[config.mk]
export PLATFORM = sky130hd
export DESIGN_NAME = tap_pwr_ctrl
export DESIGN_NICKNAME = d
export VERILOG_FILES = /design/src/rtl/tap_pkg.sv /design/src/rtl/tap_por_sync.sv /design/src/rtl/tap_fsm.sv /design/src/rtl/tap_stop_gate.sv /design/src/rtl/tap_pwr_ctrl.sv
export SDC_FILE = /design/constraint.sdc
export NUM_CORES = 1
export LEC_CHECK = 0
export BUFFER_PORTS_ARGS = -buffer_cell sky130_fd_sc_hd__buf_2
export CORE_AREA = 10 10 47 49
export CTS_CLUSTER_SIZE = 14
export DETAILED_ROUTE_END_ITERATION = 8
export DIE_AREA = 0 0 57 59
export PLACE_DENSITY = 0.55
export SYNTH_ARGS = -nofsm -noshare
export SYNTH_HDL_FRONTEND = slang
export SYNTH_SLANG_ARGS = --single-unit
export TNS_END_PERCENT = 5
[constraint.sdc]
create_clock -name tck -period 1.4 [get_ports tck]
set_clock_uncertainty 0.05 [all_clocks]
set_input_delay 0.28 -clock tck [delete_from_list [all_inputs] [get_ports tck]]
set_output_delay 0.28 -clock tck [all_outputs]
set_load 0.01 [all_outputs]
[src/rtl/tap_pkg.sv]
package tap_pkg;

    localparam int TAP_STATE_W = 4;

    typedef enum logic [TAP_STATE_W-1:0] {
        ST_TLR      = 4'd0,
        ST_RTI      = 4'd1,
        ST_SEL_DR   = 4'd2,
        ST_CAP_DR   = 4'd3,
        ST_SHIFT_DR = 4'd4,
        ST_EXIT1_DR = 4'd5,
        ST_PAUSE_DR = 4'd6,
        ST_EXIT2_DR = 4'd7,
        ST_UPD_DR   = 4'd8,
        ST_SEL_IR   = 4'd9,
        ST_CAP_IR   = 4'd10,
        ST_SHIFT_IR = 4'd11,
        ST_EXIT1_IR = 4'd12,
        ST_PAUSE_IR = 4'd13,
        ST_EXIT2_IR = 4'd14,
        ST_UPD_IR   = 4'd15
    } tap_state_e;

endpackage

[src/rtl/tap_por_sync.sv]
// Power-on reset conditioner: asserts asynchronously, releases after STAGES tck edges.
module tap_por_sync #(
    parameter int STAGES = 2
) (
    input  logic clk,
    input  logic por,
    output logic rst_n
);
    logic [STAGES-1:0] chain_q;

    generate
        if (STAGES == 1) begin : g_single
            always_ff @(posedge clk or posedge por) begin
                if (por) chain_q <= 1'b0;
                else     chain_q <= 1'b1;
            end
        end else begin : g_multi
            always_ff @(posedge clk or posedge por) begin
                if (por) chain_q <= '0;
                else     chain_q <= {chain_q[STAGES-2:0], 1'b1};
            end
        end
    endgenerate

    assign rst_n = chain_q[STAGES-1];
endmodule

[src/rtl/tap_fsm.sv]
// Sixteen-state controller: state register, next-state logic, decoded flag.
module tap_fsm
    import tap_pkg::*;
(
    input  logic                   clk,
    input  logic                   rst_n,
    input  logic                   tms,
    output logic [TAP_STATE_W-1:0] state,
    output logic                   in_tlr
);
    tap_state_e cur_q, nxt;

    always_ff @(posedge clk or negedge rst_n) begin
        if (!rst_n) cur_q <= ST_TLR;
        else        cur_q <= nxt;
    end

    always_comb begin
        nxt = cur_q;
        unique case (cur_q)
            ST_TLR:      nxt = tms ? ST_TLR      : ST_RTI;
            ST_RTI:      nxt = tms ? ST_SEL_DR   : ST_RTI;
            ST_SEL_DR:   nxt = tms ? ST_SEL_IR   : ST_CAP_DR;
            ST_CAP_DR:   nxt = tms ? ST_EXIT1_DR : ST_SHIFT_DR;
            ST_SHIFT_DR: nxt = tms ? ST_EXIT1_DR : ST_SHIFT_DR;
            ST_EXIT1_DR: nxt = tms ? ST_UPD_DR   : ST_PAUSE_DR;
            ST_PAUSE_DR: nxt = tms ? ST_EXIT2_DR : ST_PAUSE_DR;
            ST_EXIT2_DR: nxt = tms ? ST_UPD_DR   : ST_SHIFT_DR;
            ST_UPD_DR:   nxt = tms ? ST_SEL_DR   : ST_RTI;
            ST_SEL_IR:   nxt = tms ? ST_TLR      : ST_CAP_IR;
            ST_CAP_IR:   nxt = tms ? ST_EXIT1_IR : ST_SHIFT_IR;
            ST_SHIFT_IR: nxt = tms ? ST_EXIT1_IR : ST_SHIFT_IR;
            ST_EXIT1_IR: nxt = tms ? ST_UPD_IR   : ST_PAUSE_IR;
            ST_PAUSE_IR: nxt = tms ? ST_EXIT2_IR : ST_PAUSE_IR;
            ST_EXIT2_IR: nxt = tms ? ST_UPD_IR   : ST_SHIFT_IR;
            ST_UPD_IR:   nxt = tms ? ST_SEL_DR   : ST_RTI;
            default:     nxt = ST_TLR;
        endcase
    end

    always_comb begin
        state  = cur_q;
        in_tlr = (cur_q == ST_TLR);
    end
endmodule

[src/rtl/tap_stop_gate.sv]
// Stop-mode interlock: permission only while the test logic is transparent.
module tap_stop_gate (
    input  logic req,
    input  logic transparent,
    output logic grant
);
    always_comb grant = req & transparent;
endmodule

[src/rtl/tap_pwr_ctrl.sv]
module tap_pwr_ctrl
    import tap_pkg::*;
#(
    parameter int SYNC_STAGES = 2
) (
    input  logic                   tck,
    input  logic                   por,
    input  logic                   tms,
    input  logic                   stop_req,
    output logic [TAP_STATE_W-1:0] state_o,
    output logic                   tlr_o,
    output logic                   stop_grant_o
);
    logic fsm_rst_n;

    tap_por_sync #(.STAGES(SYNC_STAGES)) i_sync (
        .clk   (tck),
        .por   (por),
        .rst_n (fsm_rst_n)
    );

    tap_fsm i_fsm (
        .clk    (tck),
        .rst_n  (fsm_rst_n),
        .tms    (tms),
        .state  (state_o),
        .in_tlr (tlr_o)
    );

    tap_stop_gate i_gate (
        .req         (stop_req),
        .transparent (tlr_o),
        .grant       (stop_grant_o)
    );
endmodule

==> impl_metrics.yaml <==
run_status:
  status: "finished, violations left"
  violations: "negative setup slack"
sta:
  fin_crit_sh: 1.098
  finalSetupViolCount: 3
  finalHoldViolCount: 0
  slew_viol_final: 0
  fmax_mhz: 650.5
  worst_slack_ns: -0.1373
  rsz0062_at_grt: "yes"
  fin_crit_ns: 1.537
synthesis:
  yosysTopAreaCellShare: 0.3519
  synth-seq-cells: 6
  synthTopCellsByArea: "dfrtp_1, buf_6, nand2_1, nand2b_1, nor3b_1"
  synth-simple-area-share: 0.3109
  synth_fp_nets: 51
  yosysTopAreaCell: "dfrtp_1"
  avgSynthCellArea_sq_um: 9.078
  ys_types: 28
  yosys.area_share.xor_xnor: 0.02053
  synth_compound_area_frac: 0.1613
  synth_warnings: 0
  syn_area_sq_um: 426.7
  synthAdderAreaFrac: 0
  syn_inst: 47
  seq_area_frac_synth: 0.3519
  yosys-mux-area-fraction: 0
  synth_top_family_by_area: "simple AND/OR/NAND/NOR gates"
critical_path:
  critPathKind: "reg -> out"
  critPathLaunchType: "register"
  critPathMaxFanout: 2
  arrival_ns: 1.21
  startpoint: "i_fsm.state[2]"
  cp-end-kind: "output port"
  required_ns: 1.07
  r2r_start: "i_fsm.state[2]"
global_route:
  grt_pass1_wl_mm: 1.593
  antenna_found_initial: 0
  grt_max_degree: 11
  overflow: 0
  grt_pass1_vias: 357
  grt_util_all_layers: 0.06023
placed_design:
  port_buffers: 9
  place_worst_setup_slack_ns: 0.09056
  dp_cells: 74
  dpl.hpwl_um: 741.4
  place.gp.congestion: 0.7850
drt:
  wl_um: 999
  postRouteAntennaNets: 0
  wl_per_cell_um: 12.49
  via_count: 377
  drc: 0
  via_per_inst: 4.713
  drt_iter0_drc: 1
  first_pass_iters: 4
clock_tree:
  cts_tree: "done"
  clkSinkCount: 6
  worstSkewPairLatency_ns: 0.25
  cts-root-buf: "clkbuf_4"
  htreeDepth: 1
  clkTransAtPathRegs_ns: 0.05
  clk_path_buf_depth: 2
  numCtsBuffers: 3
pwr:
  switching_share: 0.3952
  seq_power_share: 0.248
  power_density_nw_per_um2: 2261
  p_switching_uw: 524.4
  intPower_uw: 802.6
  leakagePower_nw: 0.2767
  combPwrFrac: 0.630
  vdd_drop_max_v: 0.0008544
  total_power_mw: 1.327
  clkPwrFrac: 0.122
finish:
  final_nets: 70
  drive_above_1_share: 0.4531
  final_common_cell: "buf_4"
  final_cell_mix: "buf_4, nand2_1, buf_2"
  diodes: 0
  syn_to_final_growth_pct: 37.54
  final_cells: 80
die:
  dieArea_sq_um: 3363
  num_rows: 14
  ioPinCount: 10
  core_sq_um: 1401
  die_h_um: 59
  initial_core_util: 0.3045
  dieWidth_um: 57
run:
  cap_viol_max_count: 0
hold_path:
  holdCritPathClass: "reg -> async"
-- cell type report --
type / count / area, sq um
inverters: 2 / 7.507
flip-flops and latches: 6 / 152.6
multi-input cells: 34 / 239.0
well taps: 16 / 20.02
clock buffers: 3 / 22.52
fillers: 163 / 814.5
repair buffers: 19 / 145.1
-- Yosys cell counts (all sizes together) --
| library cell | instances |
|---|---|
| clkbuf | 1 |
| nor3b | 2 |
| nor3 | 1 |
| a221oi | 1 |
| and2b | 2 |
| nand2b | 3 |
| xor2 | 1 |
| a21oi | 2 |
| nor2b | 1 |
| o21ai | 2 |
| inv | 2 |
| and2 | 1 |
| o22ai | 1 |
| nor2 | 2 |
| nand3 | 1 |
| conb | 1 |
| a31oi | 1 |
| or2b | 1 |
| buf | 4 |
| a211o | 1 |
| nand3b | 1 |
| dfrtp | 6 |
| a32o | 1 |
| nand2 | 6 |
| a311oi | 1 |
| nor4 | 1 |
-- registers in the layout (all words and copies together), names as in the netlist --
name / flops
i_sync.chain_q: 2
i_fsm.state: 4
-- per-stage QoR --
step / utilization / hold slack (ns) / setup TNS, ns / area [sq um]
after global placement: 0.3616 / 0.01347 / 0 / 506.7
after detailed placement: 0.3616 / 0.01735 / 0 / 506.7
after floorplan: - / -0.02882 / -0.04740 / 444.2
final: 0.4188 / 0.01227 / -0.1864 / 586.8
after CTS: 0.4107 / 0.01623 / -0.2059 / 575.6
after global routing: 0.4188 / 0.03300 / -0.2915 / 586.8
-- power groups by stage --
stage	combinational [mW]	clock, mW	sequential [mW]
2_1_floorplan	0.549	0	0.312
3_3_place_gp	0.715	0	0.333
3_5_place_dp	0.711	0	0.338
4_1_cts	0.823	0.164	0.327
5_1_grt	0.917	0.167	0.339
6_report	0.836	0.162	0.329
-- what timing repair did --
action | 4_1_cts | 5_1_grt
hold endpoints to repair | 2 | 0
pin swaps | 3 | 1
gates resized for setup | 5 | 2
setup buffers | 2 | 0
setup endpoints to repair | 2 | 5
hold buffers | 1 | 0
-- cells by family after synthesis --
logic type | after synthesis
flip-flops | 6
other | 1
XOR/XNOR | 1
AND/OR/NAND/NOR | 22
AO/OA/AOI/OAI | 10
buffers and inverters | 7
-- critical path: stages (launching register included) --
cell	delay, ns
dfrtp_2	0.42
nor4_4	0.28
and2_4	0.17
buf_6	0.09
-- final timing paths --
kind	endpoint	slack, ns	cells past startpoint
worst max-delay path	stop_grant_o	-0.14	3
max in group asynchronous	i_sync.chain_q[1]	0.82	3
worst min register to register	i_fsm.state[3]	0.01	0
worst min-delay path	i_fsm.state[3]	0.01	0
min in group tck	i_sync.chain_q[1]	0.30	0
worst max register to register	i_fsm.state[1]	0.03	4
-- per-layer routing --
layer,vias to the layer above,global-route usage,share of wire
met5,-,0,0
met4,0,0.07047,0.046
met3,5,0.008584,0.041
met2,9,0.08992,0.50
met1,170,0.06699,0.42
li1,193,-,-
Power figures use the tool's default switching activity.
